`src/rtl/flux_link_pkg.sv`:
```
package flux_link_pkg;

    typedef enum logic [1:0] {
        LS_READ  = 2'd0,
        LS_SYNC  = 2'd1,
        LS_WRITE = 2'd2
    } link_state_e;

    // Cell length in base ticks for a given speed zone.
    function automatic int unsigned cell_period(input int unsigned base, input logic [1:0] zone);
        return base - 32'(zone);
    endfunction

endpackage

```
`src/rtl/flux_cell_clock.sv`:
```
module flux_cell_clock
    import flux_link_pkg::*;
#(
    parameter int BASE_TICKS = 16
) (
    input  logic       clk,
    input  logic       rst,
    input  logic       wr_mode,
    input  logic [1:0] zone,
    input  logic       flux_in,
    output logic       bit_stb,
    output logic       bit_val
);
    localparam int CW = $clog2(BASE_TICKS);

    logic [CW-1:0] phase_q;
    logic [CW-1:0] period_m1;
    logic [CW-1:0] half_cell;
    logic          pend_q;
    logic          at_end;
    logic          edge_seen;

    always_comb begin
        period_m1 = CW'(cell_period(BASE_TICKS, zone) - 1);
        half_cell = CW'(cell_period(BASE_TICKS, zone) >> 1);
        at_end    = (phase_q >= period_m1);
        edge_seen = !wr_mode && flux_in;
    end

    always_ff @(posedge clk) begin
        if (rst) begin
            phase_q <= '0;
            pend_q  <= 1'b0;
        end else if (edge_seen) begin
            phase_q <= half_cell;
            pend_q  <= 1'b1;
        end else if (at_end) begin
            phase_q <= '0;
            pend_q  <= 1'b0;
        end else begin
            phase_q <= phase_q + 1'b1;
        end
    end

    assign bit_stb = at_end && !edge_seen;
    assign bit_val = pend_q && !wr_mode;

    // cells are many ticks long, so two samples are never adjacent
    assert_stb_spaced_R2: assert property (@(posedge clk) disable iff (rst)
        bit_stb |=> !bit_stb);
    // a transition re-phases the cell, no sample right after it
    assert_rephase_R2: assert property (@(posedge clk) disable iff (rst)
        (!wr_mode && flux_in) |=> !bit_stb);

endmodule

```
`src/rtl/flux_frame_engine.sv`:
```
module flux_frame_engine
    import flux_link_pkg::*;
#(
    parameter int DATA_W   = 8,
    parameter int SYNC_RUN = 10
) (
    input  logic              clk,
    input  logic              rst,
    input  logic              wr_mode,
    input  logic              bit_stb,
    input  logic              bit_val,
    input  logic [DATA_W-1:0] wr_data,
    output logic [DATA_W-1:0] rd_data,
    output logic              byte_done,
    output logic              sync_det,
    output logic              flux_out
);
    localparam int BC_W  = $clog2(DATA_W);
    localparam int RUN_W = $clog2(SYNC_RUN + 1);

    link_state_e       state_q, state_d;
    logic [DATA_W-1:0] sreg_q;
    logic [DATA_W-1:0] shifted_in;
    logic [BC_W-1:0]   bcnt_q;
    logic [RUN_W-1:0]  run_q, run_next;
    logic              last_bit;
    logic              run_full;

    always_comb begin
        if (!bit_val)
            run_next = '0;
        else if (run_q >= RUN_W'(SYNC_RUN))
            run_next = run_q;
        else
            run_next = run_q + 1'b1;
        run_full   = (run_next >= RUN_W'(SYNC_RUN));
        last_bit   = (bcnt_q == BC_W'(DATA_W - 1));
        shifted_in = {sreg_q[DATA_W-2:0], bit_val};
        byte_done  = bit_stb && last_bit && (wr_mode || !run_full);
    end

    // next-state logic
    always_comb begin
        state_d = state_q;
        unique case (state_q)
            LS_READ: begin
                if (wr_mode)                    state_d = LS_WRITE; // enter-write
                else if (bit_stb && run_full)   state_d = LS_SYNC;  // run-hit
            end
            LS_SYNC: begin
                if (wr_mode)                    state_d = LS_WRITE; // enter-write
                else if (bit_stb && !bit_val)   state_d = LS_READ;  // run-broken
            end
            LS_WRITE: begin
                if (!wr_mode)                   state_d = LS_READ;  // leave-write
            end
            default:                            state_d = LS_READ;
        endcase
    end

    // state register
    always_ff @(posedge clk) begin
        if (rst) state_q <= LS_READ;
        else     state_q <= state_d;
    end

    // outputs
    always_ff @(posedge clk) begin
        if (rst) flux_out <= 1'b0;
        else     flux_out <= wr_mode && bit_stb && sreg_q[DATA_W-1];
    end
    assign sync_det = (state_q == LS_SYNC);

    // shift register, bit count and run counter
    always_ff @(posedge clk) begin
        if (rst) begin
            sreg_q  <= '0;
            bcnt_q  <= '0;
            run_q   <= '0;
            rd_data <= '0;
        end else if (wr_mode) begin
            run_q <= '0;
            if (bit_stb) begin
                sreg_q <= last_bit ? wr_data : {sreg_q[DATA_W-2:0], 1'b0};
                bcnt_q <= last_bit ? '0 : bcnt_q + 1'b1;
            end
        end else if (bit_stb) begin
            run_q  <= run_next;
            sreg_q <= shifted_in;
            if (run_full) begin
                bcnt_q  <= '0;
                rd_data <= shifted_in;
            end else begin
                bcnt_q <= last_bit ? '0 : bcnt_q + 1'b1;
                if (last_bit) rd_data <= shifted_in;
            end
        end
    end

    // framing is frozen during a sync run
    assert_no_byte_in_sync_R5: assert property (@(posedge clk) disable iff (rst)
        sync_det |-> !byte_done);
    // sync only begins on a sampled 1 bit
    assert_sync_on_one_R4: assert property (@(posedge clk) disable iff (rst)
        $rose(sync_det) |-> $past(bit_val));
    // every flux reversal is a single cycle
    assert_pulse_width_R9: assert property (@(posedge clk) disable iff (rst)
        flux_out |=> !flux_out);
    // no sync indication while writing
    assert_quiet_sync_R11: assert property (@(posedge clk) disable iff (rst)
        (wr_mode && $past(wr_mode)) |-> !sync_det);

endmodule

```
`src/rtl/flux_ready_flag.sv`:
```
module flux_ready_flag (
    input  logic clk,
    input  logic rst,
    input  logic byte_done,
    input  logic ack,
    output logic ready,
    output logic overrun
);
    always_ff @(posedge clk) begin
        if (rst) begin
            ready   <= 1'b0;
            overrun <= 1'b0;
        end else if (byte_done) begin
            ready <= 1'b1;
            if (ack)        overrun <= 1'b0;
            else if (ready) overrun <= 1'b1;
        end else if (ack) begin
            ready   <= 1'b0;
            overrun <= 1'b0;
        end
    end

    // an overrun is only ever reported alongside a pending byte
    assert_overrun_has_ready_R8: assert property (@(posedge clk) disable iff (rst)
        overrun |-> ready);
    // an acknowledge with no new byte drops the flag
    assert_ack_clears_R7: assert property (@(posedge clk) disable iff (rst)
        (ack && !byte_done) |=> (!ready && !overrun));

endmodule

```
`src/rtl/flux_byte_link.sv`:
```
module flux_byte_link
    import flux_link_pkg::*;
#(
    parameter int DATA_W     = 8,
    parameter int BASE_TICKS = 16,
    parameter int SYNC_RUN   = 10
) (
    input  logic              clk,
    input  logic              rst,
    input  logic              wr_mode,
    input  logic [1:0]        zone,
    input  logic              flux_in,
    output logic              flux_out,
    input  logic [DATA_W-1:0] din,
    output logic [DATA_W-1:0] dout,
    output logic              byte_rdy,
    input  logic              byte_ack,
    output logic              overrun,
    output logic              sync_det
);
    logic bit_stb;
    logic bit_val;
    logic byte_done;

    flux_cell_clock #(.BASE_TICKS(BASE_TICKS)) u_clock (
        .clk     (clk),
        .rst     (rst),
        .wr_mode (wr_mode),
        .zone    (zone),
        .flux_in (flux_in),
        .bit_stb (bit_stb),
        .bit_val (bit_val)
    );

    flux_frame_engine #(.DATA_W(DATA_W), .SYNC_RUN(SYNC_RUN)) u_frame (
        .clk       (clk),
        .rst       (rst),
        .wr_mode   (wr_mode),
        .bit_stb   (bit_stb),
        .bit_val   (bit_val),
        .wr_data   (din),
        .rd_data   (dout),
        .byte_done (byte_done),
        .sync_det  (sync_det),
        .flux_out  (flux_out)
    );

    flux_ready_flag u_ready (
        .clk       (clk),
        .rst       (rst),
        .byte_done (byte_done),
        .ack       (byte_ack),
        .ready     (byte_rdy),
        .overrun   (overrun)
    );

endmodule

```
`config.mk`:
```
export PLATFORM = sky130hd
export DESIGN_NAME = flux_byte_link
export DESIGN_NICKNAME = d
export VERILOG_FILES = /design/src/rtl/flux_link_pkg.sv /design/src/rtl/flux_cell_clock.sv /design/src/rtl/flux_frame_engine.sv /design/src/rtl/flux_ready_flag.sv /design/src/rtl/flux_byte_link.sv
export SDC_FILE = /design/constraint.sdc
export NUM_CORES = 1
export LEC_CHECK = 0
export ABC_AREA = 1
export BUFFER_PORTS_ARGS = -buffer_cell sky130_fd_sc_hd__clkbuf_2
export CORE_MARGIN = 2
export CORE_UTILIZATION = 60
export CTS_CLUSTER_SIZE = 16
export DETAILED_ROUTE_END_ITERATION = 6
export PLACE_DENSITY = 0.95
export SLEW_MARGIN = 20
export SYNTH_ARGS = -nofsm -noshare
export SYNTH_HDL_FRONTEND = slang
export SYNTH_SLANG_ARGS = --single-unit
export TNS_END_PERCENT = 20
```
`constraint.sdc`:
```
create_clock -name clk -period 4.7 [get_ports clk]
set_clock_uncertainty 0.1 [all_clocks]
set_input_delay 0.235 -clock clk [delete_from_list [all_inputs] [get_ports clk]]
set_output_delay 0.235 -clock clk [all_outputs]
set_load 0.005 [all_outputs]
```
==> run metrics, run 1 <==
outcome=completed; CTS tree=built; Wirelength per Cell=12.54 um; Area after DPL=1852 um^2; Max-Cap Viols=0; CTS Root Cell=clkbuf_4; hold crit path type=input port to register; Max Clock Freq=about 0.39 GHz; Avg Inst Size Synth=7.523 um^2; R2R Setup Slk=2.27 ns; Die Ht=58.05 um; post-route minimum period=roughly 2.6 ns; Seq/Total Area, Yosys=37.69%; Post-synth ARST share=0%; antenna cells=0; estimated wirelength of the detail-placed design=2629 um; P_leak=0.9351 nW; gr ovfl total=0; Setup Total Neg Slack=0 ns; top cell type's share of synthesized area=37.69%; TritonRoute pass-1 iters=4; Worst-Margin Slew=0.6407 ns; Initial Util=63.57%; kind of critical path=input port to register; Final setup viols=0; core area=between 2000 and 3000 um^2; setup bufs post-CTS=0; required time of the critical path=4.85 ns; Reg2Reg Launch Point=u_clock.phase_q[3]; CP Max Fanout=22; largest area contributor in the synthesized netlist=dfxtp_1; Tcrit/Tclk final=55.20%; #FFs+latches synth=33; Critical Path Sink=u_frame.run_q[0]; Pins Over Slew Limit=0; reg2reg path depth=10; Final Hold Viols=0; share of post-route cells with drive strength above 1=around 18%; Syn-to-layout area delta=11.49%; cts bufs inserted=5; All-Layer GR Usage=23.14%; largest net degree at the start of global routing=25; gpl congestion=0.8751; Vias/cell=around 5.4; pwr/cell area=368.2 nW/um^2; Synth Net Count=259; die area=3370 um^2; # rows=19; largest family of logic cells by synthesized area=simple AND/OR/NAND/NOR gates; I/O pin count=27; Max Root-Sink Buffers=2; iteration-0 DRC count of the detailed router=84; antenna-violating nets left=0; most common cell in the netlist=nand2_1; CTS Hold Bufs=0; initial antenna violation count=0; worst vdd ir=0.3472 mV; Synth Area in XOR/XNOR=1.499%; first-pass GRT wire length=5871 um; endpoint type of the worst setup path=register; H-tree depth=2; Die X=just under 60 um; Netlist cell types=27; vias in the first global route=1402; Mapped Cells=about 230; via count=around 1600; Post-synth EDFFs=0; critical path arrival=2.74 ns; Clock Latency Late Sink=0.35 ns; FF-to-FF End=u_frame.run_q[0]; crit path launch=zone[0]; Synth warnings=0; Post-Route WL=3638 um; ys flop type=dfxtp_1; Startpoint Class=input port; Simple-Gate Fraction of Synth Area=26.48%; Port Buf Inserts=26; Design Power=0.7196 mW; post-synthesis mux area share=0%; Slew HR=57.24%; CTS clk-pin slew, worst paths=approximately 0.11 ns; Post-synth top cells=nand2_1, dfxtp_1, inv_1; Clock Sinks=33; RSZ-0062 raised after global routing=false; post_cts resized=0; Compound-Gate Fraction of Synth Area=16.06%; nets=284; DRC Markers=0; Synth Area in Adders=7.852%; Post-Syn Area=1753 um^2; Area contributors post-synth=dfxtp_1, nand2_1, ha_1, a21oi_1, inv_1; Design Area, Final=1954 um^2
-- worst max-delay path, cell delays in order --
cell,delay [ns]
clkbuf_2,0.10
inv_1,0.07
ha_1,0.33
xor2_1,0.17
ha_1,0.29
nand2_1,0.06
nand2_1,0.05
nand2_1,0.05
nand3_1,0.13
nand2_1,0.31
inv_1,0.53
nand2_1,0.16
o21ai_0,0.22
nor2_1,0.05
-- power by group --
part | total [mW] | internal [mW] | switching, mW
combinational | 0.127 | 0.0459 | 0.0809
sequential | 0.322 | 0.304 | 0.0183
clock | 0.270 | 0.165 | 0.106
total | 0.720 | 0.514 | 0.205
-- per-stage QoR --
step	util, %	hold slack (ns)	instances	setup WS [ns]
after global routing	70.87	0.02654	290	1.884
after floorplan	-	0.2041	233	2.603
final	70.87	0.01336	290	2.105
after detailed placement	67.15	0.3444	282	1.823
after CTS	70.87	0.01841	290	2.170
after global placement	67.15	0.3428	282	1.972
-- cell usage in the layout, fill, tap and decap left out --
master,count
clkbuf_2,26
inv_2,1
nand3b_1,7
nor2_2,1
nand4_1,3
o211ai_1,1
inv_1,29
nand2_4,2
nand2_2,4
o21ai_0,14
a31oi_1,7
nand2_1,49
nor2_8,1
dfxtp_1,33
nor3_1,3
xor2_1,3
bufinv_16,2
a21oi_4,1
nor2_1,17
or2_2,1
a211oi_1,2
a21oi_2,1
a21oi_1,24
ha_1,11
nand3_1,10
clkinv_2,1
clkbuf_4,5
-- kinds of logic (layout without fill, tap and decap cells) --
logic type                 Yosys count  after routing
DFF                                 33             33
AOI/OAI and AO/OA                   50             50
buffers and inverters               38             64
and+or+nand+nor                     98             98
xor gates and xnor gates             3              3
adders and majority gates           11             11
-- cell type report --
type                       instances  area, um^2
clock buffer                       5       37.54
clock inverter                     3       65.06
fill                             225       803.3
inverter                          30       112.6
multi-input combinational        162       909.6
sequential                        33       660.6
tap                               31       38.79
timing repair buffer              26       130.1
-- worst min-delay path by stage --
stage / cells after the start / end / slack (ns) / from
after floorplan: 1 / u_clock.phase_q[0] / 0.20 / rst
after global placement: 2 / u_ready.overrun / 0.34 / u_ready.overrun
after detailed placement: 2 / u_ready.overrun / 0.34 / u_ready.overrun
after CTS: 4 / u_ready.overrun / 0.02 / byte_ack
after global routing: 3 / u_frame.sreg_q[4] / 0.03 / din[4]
final: 4 / u_ready.overrun / 0.01 / byte_ack
-- metal layers --
metal | routed length, um | GRT usage [%] | part of all wire, %
met4 | 38 | 10.63 | 1.0
met1 | 1717 | 28.97 | 47
met2 | 1696 | 36.20 | 47
met5 | 0 | 0 | 0
met3 | 187 | 7.589 | 5.1
-- state kept, by name, summed over array words and instances, names as in the netlist --
signal            cells
u_clock.pend_q        1
u_clock.phase_q       4
u_frame.bcnt_q        3
u_frame.flux_out      1
u_frame.rd_data       8
u_frame.run_q         4
u_frame.sreg_q        8
u_frame.state_q       2
u_ready.overrun       1
u_ready.ready         1
Power figures use the tool's default switching activity.
==> run 2: changes to the inputs <==
CORE_UTILIZATION = 56   (was 60)
PLACE_DENSITY = 0.9   (was 0.95)
clock period = 2.6 ns   (was 4.7 ns; I/O delays follow)
==> run metrics, run 2 (synthesized netlist as in run 1, its figures left out) <==
setup bufs post-CTS=0; die area=3594 um^2; post-route minimum period=roughly 2.0 ns; Clock Sinks=33; Slew HR=54.54%; hold crit path type=input port to register; Area after DPL=approximately 1900 um^2; share of post-route cells with drive strength above 1=between 10% and 20%; worst vdd ir=0.3321 mV; nets=slightly below 300; Final Hold Viols=0; Int Pwr=0.7561 mW; Wirelength per Cell=12.09 um; Worst-Margin Slew=0.6811 ns; commonest cells after routing, fill and taps aside=nand2_1, dfxtp_1, inv_1, clkbuf_2, a21oi_1; Design Area, Final=2042 um^2; Max-Cap Viols=0; fin worst setup slack=0.5840 ns; Seq pwr share=52.0%; Worst path max stage delay=0.33 ns; sw frac=32.51%; CTS tree=built; Initial Util=58.37%; gpl congestion=0.8546; H-tree depth=2; Die X=59.95 um; CTS clk-pin slew, worst paths=~0.11 ns; most frequent CP cell=nand2_1; Port Buf Inserts=26; kind of critical path=input port to register; Post-Route WL=around 3700 um; outcome=completed; cell chain of the critical path=clkbuf_2, inv_1, ha_1, xor2_1, ha_1, nand2_1, nand2_1, nand2_1, nand3_1, nand2_1, inv_1, buf_4, o21ai_0, a31oi_1; estimated wirelength of the detail-placed design=around 2600 um; All-Layer GR Usage=23.11%; Place WS=slightly above 0.3 ns; Tcrit/Tclk final=77.54%; I/O pin count=27; core area=roughly 3000 um^2; Die Ht=59.95 um; CTS Root Cell=clkbuf_4; required time of the critical path=~2.8 ns; cts bufs inserted=5; gr ovfl total=0; first-pass GRT wire length=6237 um; antenna-violating nets left=0; P_leak=approximately 0.97 nW; Clock Latency Late Sink=0.34 ns; largest registers=u_frame.rd_data: 8 flops, u_frame.sreg_q: 8 flops; Pins Over Slew Limit=0; critical path arrival=2.19 ns; Design Power=1.120 mW; Max Root-Sink Buffers=2; largest net degree at the start of global routing=25; Final setup viols=0; Max Clock Freq=0.4960 GHz; pwr/cell area=between 500 and 600 nW/um^2; via count=around 1600; vias in the first global route=1449; CP Max Fanout=18; endpoint type of the worst setup path=register; slowest CP cell=ha_1; Vias/cell=5.359; DRC Markers=0; Combinational Power Share=between 20% and 30%; Startpoint Class=input port; initial antenna violation count=0; TritonRoute pass-1 iters=5; RSZ-0062 raised after global routing=false; clock share of power=25.4%; fill count=235; iteration-0 DRC count of the detailed router=115; Syn-to-layout area delta=16.49%; antenna cells=0; Setup Total Neg Slack=0 ns; # rows=20; switching power=0.3643 mW; commonest non-fill, non-tap cell in the layout=nand2_1
run 2: changes by cell type in the layout (fill, tap and decap cells not counted):
| cell | delta |
|---|---|
| bufinv_16 | -2 |
| clkinvlp_4 | +1 |
| buf_4 | +3 |
| dlygate4sd3_1 | +11 |
| clkinv_2 | +1 |
run 2: path summary, 6_finish.rpt:
kind / depth (start not counted) / slack [ns] / start / endpoint
min reg2reg: 2 / 0.36 / u_ready.overrun / u_ready.overrun
max: 14 / 0.58 / zone[0] / u_frame.sreg_q[3]
min: 3 / 0.13 / wr_mode / u_frame.flux_out
max reg2reg: 9 / 0.68 / u_clock.phase_q[0] / u_frame.sreg_q[3]
run 2: final cells by class:
type,count,area (um^2),area share [%]
Sequential cell,33,660.6,32.35
Inverter,30,112.6,5.515
Multi-Input combinational cell,162,909.6,44.55
Tap cell,33,41.29,2.022
Clock inverter,3,17.52,0.8578
Clock buffer,5,37.54,1.838
Timing Repair Buffer,40,262.8,12.87
run 2: worst max-delay path, delay by kind of cell:
family | cells | cell delay [ns]
adder cells (fa/ha/maj) | 2 | 0.62
buffers and inverters | 4 | 0.54
AND/OR/NAND/NOR | 5 | 0.38
AO/OA/AOI/OAI | 2 | 0.32
XOR/XNOR | 1 | 0.18
run 2: per-layer routing:
layer,share of wire (%),GRT usage [%],up-vias
met3,4.6,6.710,10
met1,45,28.15,743
met4,2.2,10.16,0
met2,48,37.58,44
met5,0,0,-
li1,-,-,843
run 2: what timing repair did:
action	4_1_cts	5_1_grt
hold buffers	11	0
hold endpoints to repair	14	0
gates resized for setup	0	0
run 2: metrics by stage:
stage	hold WS (ns)	std cells	util [%]
finish	0.1342	306	68.00
global route	0.1300	306	68.00
CTS	0.1144	306	68.00
detailed placement	0.2851	287	62.50
global placement	0.2819	287	62.50
floorplan	0.09907	233	-
run 2: power by group through the flow:
stage               clock network, mW  registers, mW  logic [mW]
floorplan                           0          0.582       0.192
global placement                    0          0.590       0.227
detailed placement                  0          0.592       0.237
CTS                             0.292          0.580       0.250
global route                    0.315          0.587       0.289
finish                          0.284          0.582       0.254
